==> config.mk <==
export PLATFORM = sky130hd
export DESIGN_NAME = rpr_resolver
export DESIGN_NICKNAME = d
export VERILOG_FILES = /design/src/rtl/rpr_pkg.sv /design/src/rtl/rpr_rotate.sv /design/src/rtl/rpr_prio_scan.sv /design/src/rtl/rpr_resolver.sv
export SDC_FILE = /design/constraint.sdc
export NUM_CORES = 1
export LEC_CHECK = 0
export CORE_AREA = 2 2 57 59
export DETAILED_ROUTE_END_ITERATION = 16
export DIE_AREA = 0 0 59 61
export PLACE_DENSITY = 0.78
export RECOVER_POWER = 25
export REMOVE_ABC_BUFFERS = 1
export SLEW_MARGIN = 20
export SYNTH_ARGS = -nofsm -noshare
export SYNTH_HDL_FRONTEND = slang
export SYNTH_HIERARCHICAL = 1
export SYNTH_SLANG_ARGS = --single-unit
export TNS_END_PERCENT = 5
==> constraint.sdc <==
create_clock -name vclk -period 7.9
set_clock_uncertainty 0.15 [all_clocks]
set_input_delay 2.37 -clock vclk [all_inputs]
set_output_delay 2.37 -clock vclk [all_outputs]
set_load 0.005 [all_outputs]
==> src/rtl/rpr_pkg.sv <==
package rpr_pkg;
    localparam int unsigned RPR_DEF_LINES   = 8;
    localparam int unsigned RPR_DEF_CASCADE = 2;

    typedef enum logic [0:0] {
        RPR_SLAVE  = 1'b0,
        RPR_MASTER = 1'b1
    } rpr_role_e;
endpackage

==> src/rtl/rpr_rotate.sv <==
module rpr_rotate #(
    parameter int unsigned N  = 8,
    localparam int unsigned OW = $clog2(N)
) (
    input  logic [N-1:0]  vec_in,
    input  logic [OW-1:0] off,
    output logic [N-1:0]  vec_out
);
    // Position p of the output views physical line (p + off) mod N.
    for (genvar p = 0; p < N; p++) begin : g_pos
        logic [OW-1:0] src_idx;
        always_comb begin
            src_idx = OW'((p + int'(off)) % N);
        end
        assign vec_out[p] = vec_in[src_idx];
    end
endmodule

==> src/rtl/rpr_prio_scan.sv <==
module rpr_prio_scan #(
    parameter int unsigned N  = 8,
    localparam int unsigned PW = $clog2(N + 1)
) (
    input  logic [N-1:0]  vec,
    output logic [PW-1:0] pos
);
    // Lowest set position; N when the vector is empty.
    always_comb begin
        pos = PW'(N);
        for (int i = N - 1; i >= 0; i--) begin
            if (vec[i]) begin
                pos = PW'(i);
            end
        end
    end
endmodule

==> src/rtl/rpr_resolver.sv <==
module rpr_resolver #(
    parameter int unsigned N_LINES   = rpr_pkg::RPR_DEF_LINES,
    parameter int unsigned CASCADE   = rpr_pkg::RPR_DEF_CASCADE,
    localparam int unsigned OW       = $clog2(N_LINES),
    localparam int unsigned PW       = $clog2(N_LINES + 1)
) (
    input  logic [N_LINES-1:0] req_vec,
    input  logic [N_LINES-1:0] mask_vec,
    input  logic [N_LINES-1:0] insvc_vec,
    input  logic [OW-1:0]      rot_off,
    input  logic               sfn_en,
    input  logic               is_master,
    output logic               int_valid,
    output logic [OW-1:0]      irq_line
);
    typedef struct packed {
        logic          valid;
        logic [OW-1:0] line;
    } res_t;

    logic [N_LINES-1:0] cand_d;
    logic [N_LINES-1:0] level_d;
    logic [N_LINES-1:0] cand_rot_d;
    logic [N_LINES-1:0] level_rot_d;
    logic [PW-1:0]      cand_pos_d;
    logic [PW-1:0]      level_pos_d;
    res_t               res_d;

    // Candidate set and counted in-service set.
    always_comb begin
        cand_d  = req_vec & ~mask_vec;
        level_d = insvc_vec;
        if ((rpr_pkg::rpr_role_e'(is_master) == rpr_pkg::RPR_MASTER) && sfn_en) begin
            level_d[CASCADE] = 1'b0;
        end
    end

    rpr_rotate #(.N(N_LINES)) u_rot_cand (
        .vec_in (cand_d),
        .off    (rot_off),
        .vec_out(cand_rot_d)
    );

    rpr_rotate #(.N(N_LINES)) u_rot_level (
        .vec_in (level_d),
        .off    (rot_off),
        .vec_out(level_rot_d)
    );

    rpr_prio_scan #(.N(N_LINES)) u_scan_cand (
        .vec(cand_rot_d),
        .pos(cand_pos_d)
    );

    rpr_prio_scan #(.N(N_LINES)) u_scan_level (
        .vec(level_rot_d),
        .pos(level_pos_d)
    );

    // Compare positions and map the winner back to a physical line.
    always_comb begin
        res_d = '0;
        if (cand_pos_d < level_pos_d) begin
            res_d.valid = 1'b1;
            res_d.line  = OW'((int'(cand_pos_d) + int'(rot_off)) % N_LINES);
        end
    end

    assign int_valid = res_d.valid;
    assign irq_line  = res_d.line;
endmodule

; Yosys cells after proc, flatten, opt, wreduce, memory -nomap -nowiden
; Cells that the tools add are included.
; Widths: inputs -> output; s select.
[op_classes]
add_sub_neg = 8
order_cmp = 9
muxes = 50
bitwise_logic = 2
reduce_logical = 1
[op_table]
columns = op, count
row1 = $mux 4, 17
row2 = $bmux 1 s3, 16
row3 = $lt 3x4->1 const B, 8
row4 = $mux 1, 17
row5 = $add 3x3->3 const A, 4
row6 = $and 8x8->8, 1
row7 = $not 8->8, 1
row8 = $add 2x3->3 const A, 2
row9 = $lt 4x4->1, 1
row10 = $add 1x3->3 const A, 1
row11 = $add 3x3->3, 1
row12 = $logic_and 1x1->1, 1
[totals]
register_bits = 0
inputBits = 29
output_inout_bits = 4

; Longest topological paths before layout
; Gate-level depths: netlist of the first run.
[logic_depth]
word_depth = 14
mapped_depth = 15
depth_no_buf = 13

; Hierarchy
; Netlist of the first run, hierarchy kept.
[modules_own_cells]
columns = module, n_inst, cells_per_inst, area_per_inst_um2, seq_area_each_um2
row1 = rpr_rotate, 2, 53, 530.5, 0.0
row2 = rpr_resolver, 1, 27, 209.0, 0.0
row3 = rpr_prio_scan, 2, 14, 86.3, 0.0

; Worst setup path after synthesis of the first run
; Ideal clock, no wire load.
[synth_path]
path_type = input to output
start = input port rot_off[0]
end = output port irq_line[2]
arrival_time_ns = 4.941
t_required_ns = 5.380
setup_slack_ns = 0.439
path_stages = 14
path_buffers = 1
cell_sequence = clkinv_1 -> ha_1 -> buf_2 -> mux2_2 -> mux2i_1 -> a221oi_1 -> nor2b_1 -> o21bai_1 -> o41ai_2 -> ha_1 -> fa_1 -> xor2_1 -> xnor2_1 -> a21oi_1
[synth_between]
elab_cells_between_ends = 58
classes_between = 8 x add/sub / 1 x order compare / 49 x mux
[synth_rtl]
columns = item, line_no
row1 = from (decl), rpr_resolver.sv:10  ; input logic [OW-1:0] rot_off,
row2 = $add 2x3->3 *, rpr_rotate.sv:13  ; src_idx = OW'((p + int'(off)) % N);
row3 = $bmux 1 s3 *, rpr_rotate.sv:15  ; assign vec_out[p] = vec_in[src_idx];
row4 = $mux 1 (not written as such) *, rpr_rotate.sv:15
row5 = net cand_rot_d[3], rpr_resolver.sv:23  ; logic [N_LINES-1:0] cand_rot_d;
row6 = $mux 4 * (4 in a row), rpr_prio_scan.sv:12  ; if (vec[i]) begin
row7 = net cand_pos_d[0], rpr_resolver.sv:25  ; logic [PW-1:0] cand_pos_d;
row8 = $lt 4x4->1 or $add 3x3->3 (tied branches), "rpr_resolver.sv:63, rpr_resolver.sv:65"
row9 = $mux 4 *, rpr_resolver.sv:63  ; if (cand_pos_d < level_pos_d) begin
row10 = to (decl), rpr_resolver.sv:14  ; output logic [OW-1:0] irq_line
; The timed path passes the listed nets; every way through them passes the cells marked *. The select of a mux whose other input is x is not followed.

; Final worst setup path of the first run
[layout_path]
start = input port req_vec[1]
end = output port irq_line[2]
[layout_between]
elab_cells_between_ends = 28
classes_between = 1 x add/sub / 1 x order compare / 25 x mux / 1 x bitwise
[layout_rtl]
columns = item, line_no
row1 = from (decl), rpr_resolver.sv:7  ; input logic [N_LINES-1:0] req_vec,
row2 = $and 8x8->8 *, rpr_resolver.sv:31  ; cand_d = req_vec & ~mask_vec;
row3 = net cand_d[1], rpr_resolver.sv:21  ; logic [N_LINES-1:0] cand_d;
row4 = $bmux 1 s3 *, rpr_rotate.sv:15
row5 = $mux 1 (not written as such) *, rpr_rotate.sv:15
row6 = net cand_rot_d[2], rpr_resolver.sv:23
row7 = $mux 4 * (3 in a row), rpr_prio_scan.sv:12
row8 = net cand_pos_d[0], rpr_resolver.sv:25
row9 = $lt 4x4->1 or $add 3x3->3 (tied branches), "rpr_resolver.sv:63, rpr_resolver.sv:65"
row10 = $mux 4 *, rpr_resolver.sv:63
; Marked as above.

==> flow_summary.html, run 1 <==
<table>
<tr><th>Metric</th><th>Value</th></tr>
<tr><th colspan="2">Synth</th></tr>
<tr><td>Dominant cell type by area after synthesis</td><td>sky130_fd_sc_hd__mux2_2</td></tr>
<tr><td>Sequential share of the synthesized area</td><td>0%</td></tr>
<tr><td>Cell types occupying the most area after synthesis</td><td>sky130_fd_sc_hd__mux2_2, sky130_fd_sc_hd__mux4_1, sky130_fd_sc_hd__ha_1</td></tr>
<tr><td>Mapped Cells</td><td>161</td></tr>
<tr><td>Cell area after synthesis</td><td>1440 µm²</td></tr>
<tr><td>Number of warning messages in the yosys log</td><td>6</td></tr>
<tr><td>Count of different cell masters after synthesis</td><td>34</td></tr>
<tr><td>Post-synthesis area per instance</td><td>8.96 µm²</td></tr>
<tr><td>Proportion of netlist area held by the largest area contributor</td><td>14.1%</td></tr>
<tr><th colspan="2">Power</th></tr>
<tr><td>Flop pwr share</td><td>0%</td></tr>
<tr><td>Portion of total power attributed to the clock network</td><td>0%</td></tr>
<tr><td>Combinational share of power</td><td>100.0%</td></tr>
<tr><td>Worst voltage drop across the vdd grid</td><td>0.0538 mV</td></tr>
<tr><td>Net switching power</td><td>123 µW</td></tr>
<tr><td>Switching share of total power</td><td>47.9%</td></tr>
<tr><td>Internal cell power</td><td>133 µW</td></tr>
<tr><td>Total leakage power</td><td>0.00101 µW</td></tr>
<tr><td>Areal power density over the cells</td><td>99.5 nW/µm²</td></tr>
<tr><th colspan="2">Worst setup path</th></tr>
<tr><td>Data arrival time at the worst-slack endpoint</td><td>5460 ps</td></tr>
<tr><td>Most frequent cell on the critical path</td><td>sky130_fd_sc_hd__nor2b_2</td></tr>
<tr><td>Cells traversed along the worst timing path</td><td>clkdlybuf4s50_1 &gt; nor2b_2 &gt; mux4_1 &gt; nor2_1 &gt; a211oi_2 &gt; nor2b_2 &gt; o21bai_4 &gt; o41ai_4 &gt; ha_2 &gt; fa_2 &gt; xor2_2 &gt; xnor2_1 &gt; a21oi_1 &gt; buf_2</td></tr>
<tr><td>Startpoint types</td><td>input port</td></tr>
<tr><td>Worst Setup End Kind</td><td>output pin</td></tr>
<tr><td>Slowest cell on the critical path</td><td>sky130_fd_sc_hd__clkdlybuf4s50_1</td></tr>
<tr><td>Critical path data required time</td><td>5380 ps</td></tr>
<tr><td>Type of the worst setup path</td><td>input port to output pin</td></tr>
<tr><td>Start point of the critical path</td><td>req_vec[1]</td></tr>
<tr><td>Delay of the slowest cell on the worst path</td><td>480 ps</td></tr>
<tr><td>Max FO, Critical Path</td><td>5</td></tr>
<tr><th colspan="2">Timing</th></tr>
<tr><td>Max-Slew Margin vs Limit</td><td>66.7%</td></tr>
<tr><td>Number of failing setup endpoints in the final timing report</td><td>3</td></tr>
<tr><td>Max-slew violations</td><td>0</td></tr>
<tr><td>Pin slew with the least headroom to its limit</td><td>496 ps</td></tr>
<tr><td>Achievable Freq</td><td>125 MHz</td></tr>
<tr><td>Portion of the clock cycle consumed by the worst path in the final layout</td><td>101%</td></tr>
<tr><td>Final setup slack of the worst path</td><td>-82.5 ps</td></tr>
<tr><td>Hold violation count in the final report</td><td>0</td></tr>
<tr><td>Time the final worst path needs with I/O delays and setup</td><td>7980 ps</td></tr>
<tr><th colspan="2">Global route</th></tr>
<tr><td>Global-route wire length before repair</td><td>8790 µm</td></tr>
<tr><td>Global-route usage over all layers</td><td>32.0%</td></tr>
<tr><td>GRT Residual Overflow</td><td>0</td></tr>
<tr><td>Largest net degree at the start of global routing</td><td>14</td></tr>
<tr><td>Number of antenna violations at the first check in global routing</td><td>0</td></tr>
<tr><td>Number of global-route vias before repair</td><td>1773</td></tr>
<tr><th colspan="2">Cells and area</th></tr>
<tr><td>Non-filler cells, final</td><td>263</td></tr>
<tr><td>Area of all placed cells without fillers</td><td>2570 µm²</td></tr>
<tr><td>Number of fill cells in the layout</td><td>133</td></tr>
<tr><td>Area growth, synth to finish</td><td>78.3%</td></tr>
<tr><td>Number of sequential cells in the layout</td><td>0</td></tr>
<tr><td>Most used cells in the layout excluding fill and tap cells</td><td>sky130_fd_sc_hd__buf_4, sky130_fd_sc_hd__clkdlybuf4s50_1, sky130_fd_sc_hd__mux2_2, sky130_fd_sc_hd__nor2b_2, sky130_fd_sc_hd__mux2_4</td></tr>
<tr><td>Flip-flop and latch area</td><td>0 µm²</td></tr>
<tr><td>Clk_buf instances</td><td>0</td></tr>
<tr><td>Commonest non-fill, non-tap cell in the layout</td><td>sky130_fd_sc_hd__buf_4</td></tr>
<tr><td># diodes</td><td>0</td></tr>
<tr><td>Ratio of cells with drive above 1 in the final layout</td><td>63.0%</td></tr>
<tr><td>Nets</td><td>270</td></tr>
<tr><th colspan="2">Detailed routing</th></tr>
<tr><td>Violation count after the first detailed-route iteration</td><td>118</td></tr>
<tr><td>Remaining design rule violation count</td><td>0</td></tr>
<tr><td>Vias per cell</td><td>6.91</td></tr>
<tr><td>Detailed Route WL</td><td>6620 µm</td></tr>
<tr><td>Post-DR wirelength/cell</td><td>25.2 µm</td></tr>
<tr><td>Via count</td><td>1817</td></tr>
<tr><td>First drt pass iteration count</td><td>4</td></tr>
<tr><td>Antenna Nets Post-Route</td><td>0</td></tr>
<tr><th colspan="2">Place</th></tr>
<tr><td>Placed cell areas</td><td>2000 µm²</td></tr>
<tr><td>Count of buffers inserted at the top-level ports</td><td>33</td></tr>
<tr><td>Global placer's final weighted congestion</td><td>0.917</td></tr>
<tr><td>Post-Place Cells</td><td>247</td></tr>
<tr><td>DP HPWL</td><td>3400 µm</td></tr>
<tr><th colspan="2">Floorplanning</th></tr>
<tr><td>Std-Cell Core Area</td><td>2950 µm²</td></tr>
<tr><td>Starting Density</td><td>48.9%</td></tr>
<tr><td>Die boundary height</td><td>61 µm</td></tr>
<tr><td>Die outline width</td><td>59 µm</td></tr>
<tr><td>Total I/O pin count</td><td>33</td></tr>
<tr><td>Area of the die</td><td>3600 µm²</td></tr>
<tr><td>FP Rows</td><td>20</td></tr>
<tr><th colspan="2">Outcome</th></tr>
<tr><td>Violated checks</td><td>negative setup slack</td></tr>
<tr><td>Status</td><td>finished, violations left</td></tr>
<tr><th colspan="2">CTS</th></tr>
<tr><td>Hold bufs inserted after CTS</td><td>0</td></tr>
<tr><th colspan="2">Hold path</th></tr>
<tr><td>Class of the tightest hold or removal check</td><td>input port to output pin</td></tr>
<tr><td>Worst min-delay path startpoint</td><td>rot_off[2]</td></tr>
<tr><th colspan="2">Run</th></tr>
<tr><td>Max cap viols</td><td>0</td></tr>
</table>
[what timing repair did]
item	4_1_cts	5_1_grt
setup buffers	11	4
resized for setup	64	53
pin swaps	18	20
gates cloned	1	0
endpoints found under the hold margin	0	0
endpoints found under the setup margin	4	4
[cells in the mapped netlist, types with 3 or more instances]
| cell | n |
|---|---|
| sky130_fd_sc_hd__mux4_2 | 4 |
| sky130_fd_sc_hd__inv_1 | 7 |
| sky130_fd_sc_hd__mux2i_1 | 8 |
| sky130_fd_sc_hd__nor2_1 | 12 |
| sky130_fd_sc_hd__xor2_1 | 3 |
| sky130_fd_sc_hd__a211oi_1 | 10 |
| sky130_fd_sc_hd__nor2b_1 | 14 |
| sky130_fd_sc_hd__ha_1 | 8 |
| sky130_fd_sc_hd__xor2_2 | 4 |
| sky130_fd_sc_hd__mux4_1 | 4 |
| sky130_fd_sc_hd__nand2_1 | 3 |
| sky130_fd_sc_hd__xnor2_1 | 5 |
| sky130_fd_sc_hd__buf_6 | 4 |
| sky130_fd_sc_hd__a21oi_1 | 5 |
| sky130_fd_sc_hd__a21boi_1 | 4 |
| sky130_fd_sc_hd__a221oi_1 | 8 |
| sky130_fd_sc_hd__mux2_4 | 4 |
| sky130_fd_sc_hd__mux2_2 | 18 |
| sky130_fd_sc_hd__nor3_1 | 10 |
[metrics by stage]
stage | worst slack [ps] | hold WS, ps | power (µW) | util (%) | setup TNS (ps)
floorplan | 427 | 4720 | 96.3 | - | 0
global placement | -574 | 5990 | 167 | 67.7 | -2180
detailed placement | -701 | 5990 | 177 | 67.7 | -2680
CTS | 19.8 | 5530 | 211 | 80.3 | 0
global route | -177 | 5500 | 267 | 87.1 | -323
finish | -82.5 | 5480 | 256 | 87.1 | -120
[metal layers]
| layer | global-route usage [%] | wire (µm) | part of all wire [%] | vias up |
|---|---|---|---|---|
| met5 | 0 | 0 | 0 | - |
| met4 | 8.44 | 357 | 5.4 | 0 |
| met3 | 2.99 | 504 | 7.6 | 38 |
| met2 | 60.6 | 3360 | 51 | 132 |
| met1 | 38.6 | 2400 | 36 | 883 |
| li1 | - | - | - | 764 |
[cell families (layout without fill, tap and decap cells)]
kind of cell             Yosys count  in the layout  synth area share (%)
AO/OA/AOI/OAI                     38             38                  20.7
XOR/XNOR                          12             12                  9.37
adder cells (fa/ha/maj)            9              9                  8.33
buffers and inverters             17             86                  6.68
multiplexers                      38             38                  37.3
AND/OR/NAND/NOR                   47             47                  17.6
[layout make-up]
cell class,instances,area (µm²),share of cell area [%]
Multi-Input combinational cell,144,1760,68.4
Timing Repair Buffer,77,733,28.5
Inverter,9,37.5,1.46
Tap cell,33,41.3,1.61
[power groups by stage]
| stage | sequential (µW) | clock (µW) | combinational [µW] |
|---|---|---|---|
| global placement | 0 | 0 | 167 |
| detailed placement | 0 | 0 | 177 |
| floorplan | 0 | 0 | 96.3 |
| CTS | 0 | 0 | 211 |
| global route | 0 | 0 | 267 |
| finish | 0 | 0 | 256 |
[critical path: cells and delay by family]
kind                       cells  cell delay, ps
AOI/OAI and AO/OA              4             740
xor gates and xnor gates       2             290
adders and majority gates      2             610
buffers and inverters          2             610
muxes                          1             330
and+or+nand+nor                3             500
[worst paths after layout]
check	endpoint	slack, ps	cells after the start
max	irq_line[2]	-80	14
min	irq_line[2]	5480	6
(Power assumes the default switching activity.)
==> run 2, diff against run 1 <==
Settings changed: REMOVE_ABC_BUFFERS 1 to not set.
==> flow_summary.html, run 2 (synthesis results as in run 1) <==
<table>
<tr><th>Metric</th><th>Value</th></tr>
<tr><th colspan="2">Outcome</th></tr>
<tr><td>Status</td><td>finished, violations left</td></tr>
<tr><td>Violated checks</td><td>negative setup slack</td></tr>
<tr><th colspan="2">Worst setup path</th></tr>
<tr><td>Max FO, Critical Path</td><td>4</td></tr>
<tr><td>Delay of the slowest cell on the worst path</td><td>450 ps</td></tr>
<tr><td>Cells traversed along the worst timing path</td><td>clkdlybuf4s50_1 &gt; nor2b_1 &gt; mux2_2 &gt; nor2_1 &gt; a211oi_2 &gt; nor2b_1 &gt; o21bai_1 &gt; o41ai_2 &gt; ha_1 &gt; fa_1 &gt; xor2_1 &gt; xnor2_1 &gt; a21oi_1 &gt; dlygate4sd2_1</td></tr>
<tr><td>Type of the worst setup path</td><td>input port to output pin</td></tr>
<tr><td>Slowest cell on the critical path</td><td>sky130_fd_sc_hd__clkdlybuf4s50_1</td></tr>
<tr><td>Critical path data required time</td><td>5380 ps</td></tr>
<tr><td>Most frequent cell on the critical path</td><td>sky130_fd_sc_hd__nor2b_1</td></tr>
<tr><td>Startpoint types</td><td>input port</td></tr>
<tr><td>Data arrival time at the worst-slack endpoint</td><td>5400 ps</td></tr>
<tr><td>Worst Setup End Kind</td><td>output pin</td></tr>
<tr><th colspan="2">Power</th></tr>
<tr><td>Worst voltage drop across the vdd grid</td><td>0.0600 mV</td></tr>
<tr><td>Areal power density over the cells</td><td>93.6 nW/µm²</td></tr>
<tr><td>Combinational share of power</td><td>100.0%</td></tr>
<tr><td>Internal cell power</td><td>120 µW</td></tr>
<tr><td>Flop pwr share</td><td>0%</td></tr>
<tr><td>Net switching power</td><td>106 µW</td></tr>
<tr><td>Total leakage power</td><td>0.000996 µW</td></tr>
<tr><td>Portion of total power attributed to the clock network</td><td>0%</td></tr>
<tr><td>Switching share of total power</td><td>46.9%</td></tr>
<tr><th colspan="2">Place</th></tr>
<tr><td>Count of buffers inserted at the top-level ports</td><td>33</td></tr>
<tr><td>DP HPWL</td><td>3380 µm</td></tr>
<tr><td>Global placer's final weighted congestion</td><td>0.839</td></tr>
<tr><th colspan="2">Cells and area</th></tr>
<tr><td>Commonest non-fill, non-tap cell in the layout</td><td>sky130_fd_sc_hd__buf_4</td></tr>
<tr><td>Post-layout utilization of the core</td><td>81.7%</td></tr>
<tr><td># diodes</td><td>0</td></tr>
<tr><td>Area growth, synth to finish</td><td>67.1%</td></tr>
<tr><td>Ratio of cells with drive above 1 in the final layout</td><td>54.0%</td></tr>
<tr><td>Nets</td><td>264</td></tr>
<tr><td>Most used cells in the layout excluding fill and tap cells</td><td>sky130_fd_sc_hd__buf_4, sky130_fd_sc_hd__clkdlybuf4s50_1, sky130_fd_sc_hd__mux2_2, sky130_fd_sc_hd__nor2_1</td></tr>
<tr><td>Number of sequential cells in the layout</td><td>0</td></tr>
<tr><td>Flip-flop and latch area</td><td>0 µm²</td></tr>
<tr><td>Clk_buf instances</td><td>0</td></tr>
<tr><th colspan="2">Detailed routing</th></tr>
<tr><td>First drt pass iteration count</td><td>4</td></tr>
<tr><td>Via count</td><td>1715</td></tr>
<tr><td>Antenna Nets Post-Route</td><td>0</td></tr>
<tr><td>Remaining design rule violation count</td><td>0</td></tr>
<tr><td>Vias per cell</td><td>6.67</td></tr>
<tr><td>Post-DR wirelength/cell</td><td>22.7 µm</td></tr>
<tr><td>Detailed Route WL</td><td>5840 µm</td></tr>
<tr><td>Violation count after the first detailed-route iteration</td><td>103</td></tr>
<tr><th colspan="2">Timing</th></tr>
<tr><td>RSZ-0062 raised after global routing</td><td>true</td></tr>
<tr><td>Final setup slack of the worst path</td><td>-19.6 ps</td></tr>
<tr><td>Hold violation count in the final report</td><td>0</td></tr>
<tr><td>Achievable Freq</td><td>126 MHz</td></tr>
<tr><td>Max-Slew Margin vs Limit</td><td>70.3%</td></tr>
<tr><td>Hold slack final</td><td>5470 ps</td></tr>
<tr><td>Portion of the clock cycle consumed by the worst path in the final layout</td><td>100%</td></tr>
<tr><td>Pin slew with the least headroom to its limit</td><td>444 ps</td></tr>
<tr><td>Max-slew violations</td><td>0</td></tr>
<tr><td>Time the final worst path needs with I/O delays and setup</td><td>7920 ps</td></tr>
<tr><td>Number of failing setup endpoints in the final timing report</td><td>1</td></tr>
<tr><th colspan="2">Global route</th></tr>
<tr><td>Global-route wire length before repair</td><td>7680 µm</td></tr>
<tr><td>GRT Residual Overflow</td><td>0</td></tr>
<tr><td>Largest net degree at the start of global routing</td><td>26</td></tr>
<tr><td>Number of global-route vias before repair</td><td>1678</td></tr>
<tr><td>Global-route usage over all layers</td><td>27.9%</td></tr>
<tr><td>Number of antenna violations at the first check in global routing</td><td>0</td></tr>
<tr><th colspan="2">Synth</th></tr>
<tr><td>Net count after synthesis</td><td>199</td></tr>
<tr><th colspan="2">Floorplanning</th></tr>
<tr><td>Area of the die</td><td>3600 µm²</td></tr>
<tr><td>FP Rows</td><td>20</td></tr>
<tr><td>Std-Cell Core Area</td><td>2950 µm²</td></tr>
<tr><td>Starting Density</td><td>48.9%</td></tr>
<tr><td>Die outline width</td><td>59 µm</td></tr>
<tr><td>Die boundary height</td><td>61 µm</td></tr>
<tr><td>Total I/O pin count</td><td>33</td></tr>
<tr><th colspan="2">Run</th></tr>
<tr><td>Max cap viols</td><td>0</td></tr>
<tr><th colspan="2">Hold path</th></tr>
<tr><td>Class of the tightest hold or removal check</td><td>input port to output pin</td></tr>
<tr><th colspan="2">CTS</th></tr>
<tr><td>Hold bufs inserted after CTS</td><td>0</td></tr>
</table>
run 2: cell count changes in the layout (fill, tap and decap cells not counted), sizes merged:
| cell | before | now |
|---|---|---|
| clkdlybuf4s50 | 26 | 25 |
| buf | 46 | 38 |
| clkbuf | 1 | 2 |
| bufbuf | 1 | 0 |
| dlymetal6s2s | 0 | 3 |
| clkinvlp | 0 | 1 |
| dlygate4sd2 | 2 | 3 |
| clkdlybuf4s15 | 1 | 0 |
| inv | 8 | 7 |
run 2: path summary, 6_finish.rpt:
kind	start	cells past startpoint	to	slack [ps]
setup / recovery	req_vec[6]	14	irq_line[2]	-20
hold / removal	rot_off[1]	5	irq_line[1]	5470
run 2: through the flow:
stage | std cells | setup slack (ps) | setup TNS, ps | area [µm²] | total power, µW
finish | 257 | -19.6 | -19.6 | 2410 | 226
global placement | 248 | -614 | -2080 | 1990 | 166
CTS | 253 | -149 | -282 | 2170 | 191
global route | 257 | -189 | -279 | 2410 | 238
detailed placement | 248 | -765 | -2860 | 1990 | 176
floorplan | 161 | 439 | 0 | 1440 | 103
run 2: final cells by class:
cell class,instances,area (µm²)
multi-input combinational,144,1660
fill,166,542
tap,33,41.3
inverter,9,38.8
timing repair buffer,71,674
run 2: repair_timing:
action	CTS	global route
endpoints found under the setup margin	4	4
setup buffers	5	3
gates cloned	0	1
pin swaps	9	11
resized for setup	39	45
run 2: power groups by stage:
stage,combinational (µW),clock (µW),sequential [µW]
global placement,166,0,0
detailed placement,176,0,0
global route,238,0,0
CTS,191,0,0
floorplan,103,0,0
finish,226,0,0
run 2: layer usage:
| layer | share of wire (%) | global-route usage, % | vias up |
|---|---|---|---|
| li1 | - | - | 750 |
| met1 | 37 | 31.6 | 838 |
| met2 | 52 | 54.6 | 94 |
| met3 | 6.8 | 2.99 | 33 |
| met4 | 4.1 | 8.44 | 0 |
| met5 | 0 | 0 | - |
run 2: worst max-delay path, delay by kind of cell:
family          cells  cell delay, ps
mux                 1             260
compound gates      4             710
buf+inv             2             710
fa+ha+maj           2             590
xor+xnor            2             340
simple gates        3             440
==> run 3, diff against run 2 <==
Settings changed: CELL_PAD_IN_SITES_DETAIL_PLACEMENT set to 1, CELL_PAD_IN_SITES_GLOBAL_PLACEMENT set to 1, CORE_AREA 2 2 57 59 to 2 2 64 66, DIE_AREA 0 0 59 61 to 0 0 66 68, PLACE_DENSITY 0.78 to not set, PLACE_DENSITY_LB_ADDON set to 0.1.
Clock period 7.9 ns to 7.7 ns, I/O delays scaled along.
==> flow_summary.html, run 3 (synthesis results as in run 1) <==
<table>
<tr><th>Metric</th><th>Value</th></tr>
<tr><th colspan="2">Cells and area</th></tr>
<tr><td>Nets</td><td>269</td></tr>
<tr><td>Number of fill cells in the layout</td><td>429</td></tr>
<tr><td>Number of sequential cells in the layout</td><td>0</td></tr>
<tr><td>Commonest non-fill, non-tap cell in the layout</td><td>sky130_fd_sc_hd__buf_4</td></tr>
<tr><td>Flip-flop and latch area</td><td>0 µm²</td></tr>
<tr><td>Ratio of cells with drive above 1 in the final layout</td><td>59.4%</td></tr>
<tr><td>Clk_buf instances</td><td>0</td></tr>
<tr><td>Most used cells in the layout excluding fill and tap cells</td><td>sky130_fd_sc_hd__buf_4, sky130_fd_sc_hd__clkdlybuf4s50_1, sky130_fd_sc_hd__mux2_2, sky130_fd_sc_hd__dlymetal6s2s_1</td></tr>
<tr><td>Area growth, synth to finish</td><td>74.1%</td></tr>
<tr><th colspan="2">Global route</th></tr>
<tr><td>Met3 usage in global routing</td><td>0.493%</td></tr>
<tr><td>Largest net degree at the start of global routing</td><td>26</td></tr>
<tr><td>Number of global-route vias before repair</td><td>1705</td></tr>
<tr><td>Number of antenna violations at the first check in global routing</td><td>1</td></tr>
<tr><td>Global-route usage over all layers</td><td>23.7%</td></tr>
<tr><td>Global-route wire length before repair</td><td>8270 µm</td></tr>
<tr><td>Fraction of met1 tracks used by global routing</td><td>26.0%</td></tr>
<tr><td>GRT Residual Overflow</td><td>0</td></tr>
<tr><td>Routing layer with the top usage in global route</td><td>met2</td></tr>
<tr><td>Met2 track demand over resource in global routing</td><td>51.3%</td></tr>
<tr><th colspan="2">Detailed routing</th></tr>
<tr><td>Via count</td><td>1601</td></tr>
<tr><td>Post-DR wirelength/cell</td><td>20.3 µm</td></tr>
<tr><td>Violation count after the first detailed-route iteration</td><td>38</td></tr>
<tr><td>First drt pass iteration count</td><td>4</td></tr>
<tr><td>Vias per cell</td><td>5.72</td></tr>
<tr><td>Remaining design rule violation count</td><td>0</td></tr>
<tr><td>Antenna Nets Post-Route</td><td>0</td></tr>
<tr><td>Detailed Route WL</td><td>5680 µm</td></tr>
<tr><th colspan="2">Floorplanning</th></tr>
<tr><td>Die boundary height</td><td>68 µm</td></tr>
<tr><td>Area of the die</td><td>4490 µm²</td></tr>
<tr><td>Die outline width</td><td>66 µm</td></tr>
<tr><td>Total I/O pin count</td><td>33</td></tr>
<tr><td>Starting Density</td><td>37.4%</td></tr>
<tr><td>FP Rows</td><td>23</td></tr>
<tr><td>Std-Cell Core Area</td><td>3860 µm²</td></tr>
<tr><th colspan="2">Synth</th></tr>
<tr><td>Net count after synthesis</td><td>199</td></tr>
<tr><th colspan="2">Timing</th></tr>
<tr><td>Final total negative setup slack</td><td>0 ps</td></tr>
<tr><td>Number of failing setup endpoints in the final timing report</td><td>0</td></tr>
<tr><td>Time the final worst path needs with I/O delays and setup</td><td>7630 ps</td></tr>
<tr><td>Pin slew with the least headroom to its limit</td><td>457 ps</td></tr>
<tr><td>Max-Slew Margin vs Limit</td><td>69.3%</td></tr>
<tr><td>Portion of the clock cycle consumed by the worst path in the final layout</td><td>99.1%</td></tr>
<tr><td>Final setup slack of the worst path</td><td>66.2 ps</td></tr>
<tr><td>RSZ-0062 raised after global routing</td><td>true</td></tr>
<tr><td>Max-slew violations</td><td>0</td></tr>
<tr><td>Hold violation count in the final report</td><td>0</td></tr>
<tr><td>Achievable Freq</td><td>131 MHz</td></tr>
<tr><td>Hold slack final</td><td>5280 ps</td></tr>
<tr><th colspan="2">Worst setup path</th></tr>
<tr><td>Max FO, Critical Path</td><td>4</td></tr>
<tr><td>Critical path data required time</td><td>5240 ps</td></tr>
<tr><td>Startpoint types</td><td>input port</td></tr>
<tr><td>Type of the worst setup path</td><td>input port to output pin</td></tr>
<tr><td>Data arrival time at the worst-slack endpoint</td><td>5170 ps</td></tr>
<tr><td>Worst Setup End Kind</td><td>output pin</td></tr>
<tr><th colspan="2">Place</th></tr>
<tr><td>DP HPWL</td><td>3740 µm</td></tr>
<tr><td>Post-Place Worst Slack</td><td>-946 ps</td></tr>
<tr><td>Global placer's final weighted congestion</td><td>0.824</td></tr>
<tr><td>Count of buffers inserted at the top-level ports</td><td>33</td></tr>
<tr><th colspan="2">Hold path</th></tr>
<tr><td>WHS Path Cells</td><td>5</td></tr>
<tr><td>Worst min-delay path startpoint</td><td>rot_off[0]</td></tr>
<tr><td>Class of the tightest hold or removal check</td><td>input port to output pin</td></tr>
<tr><td>Worst min-delay path endpoint</td><td>irq_line[0]</td></tr>
<tr><th colspan="2">Outcome</th></tr>
<tr><td>Status</td><td>complete, no violations</td></tr>
<tr><th colspan="2">Run</th></tr>
<tr><td>Max cap viols</td><td>0</td></tr>
<tr><th colspan="2">CTS</th></tr>
<tr><td>Hold bufs inserted after CTS</td><td>0</td></tr>
<tr><th colspan="2">Power</th></tr>
<tr><td>Areal power density over the cells</td><td>100 nW/µm²</td></tr>
<tr><td>Total leakage power</td><td>0.00109 µW</td></tr>
<tr><td>Worst voltage drop across the vdd grid</td><td>0.0379 mV</td></tr>
</table>
-- run 3: cell types whose count changed in the layout (fill, tap and decap cells not counted), sizes merged --
| cell | change |
|---|---|
| dlymetal6s2s | +6 |
| clkbuf | +1 |
| clkdlybuf4s50 | -8 |
| clkinv | +1 |
| dlygate4sd2 | -2 |
| diode | +1 |
| buf | +8 |
| clkinvlp | -1 |
-- run 3: power breakdown --
group            leakage, µW  internal, µW  total (µW)  switching [µW]
registers                  0             0           0               0
clock network  0.00000000634     0.0000174   0.0000174               0
logic                0.00109           133         252             119
total                0.00109           133         252             119
-- run 3: worst max-delay path, cell delays in order --
cell	delay (ps)
sky130_fd_sc_hd__clkdlybuf4s50_1	500
sky130_fd_sc_hd__nor2b_4	60
sky130_fd_sc_hd__mux2_2	280
sky130_fd_sc_hd__mux4_2	520
sky130_fd_sc_hd__buf_4	180
sky130_fd_sc_hd__o41ai_4	340
sky130_fd_sc_hd__ha_2	240
sky130_fd_sc_hd__fa_2	220
sky130_fd_sc_hd__xor2_2	180
sky130_fd_sc_hd__xnor2_1	100
sky130_fd_sc_hd__a21oi_2	110
sky130_fd_sc_hd__clkbuf_2	120
-- run 3: stage by stage --
stage	power (µW)	cells	cell area, µm²	util [%]
CTS	213	275	2250	58.5
global placement	175	264	2000	51.8
global route	269	280	2510	65.1
detailed placement	186	264	2000	51.8
floorplan	105	161	1440	-
finish	252	280	2510	65.1
-- run 3: final cells by class --
class              instances  area, µm²  area share [%]
multi-input cells        144       1710            68.1
repair buffers            76        699            27.9
well taps                 50       62.6            2.49
inverters                  9       36.3            1.44
diodes                     1       2.50          0.0997
-- run 3: how the worst max path moves through the flow --
| stage | endpoint | startpoint | cells after the start |
|---|---|---|---|
| final | irq_line[2] | mask_vec[6] | 12 |
| after global routing | irq_line[0] | rot_off[0] | 17 |
| after CTS | irq_line[2] | rot_off[1] | 16 |
| after detailed placement | irq_line[1] | rot_off[0] | 14 |
| after global placement | irq_line[1] | rot_off[0] | 13 |
| after floorplan | irq_line[2] | rot_off[0] | 14 |
-- run 3: per-layer routing --
metal / part of all wire, % / vias to the layer above
met1: 39 / 790
met2: 56 / 34
met3: 2.1 / 14
met4: 2.9 / 0
met5: 0 / -
li1: - / 763
-- run 3: timing repair --
action                     CTS  global route
setup endpoints to repair    4             4
resized for setup           56            63
pin swaps                   12            17
setup buffers               11             4
hold endpoints to repair     0             0
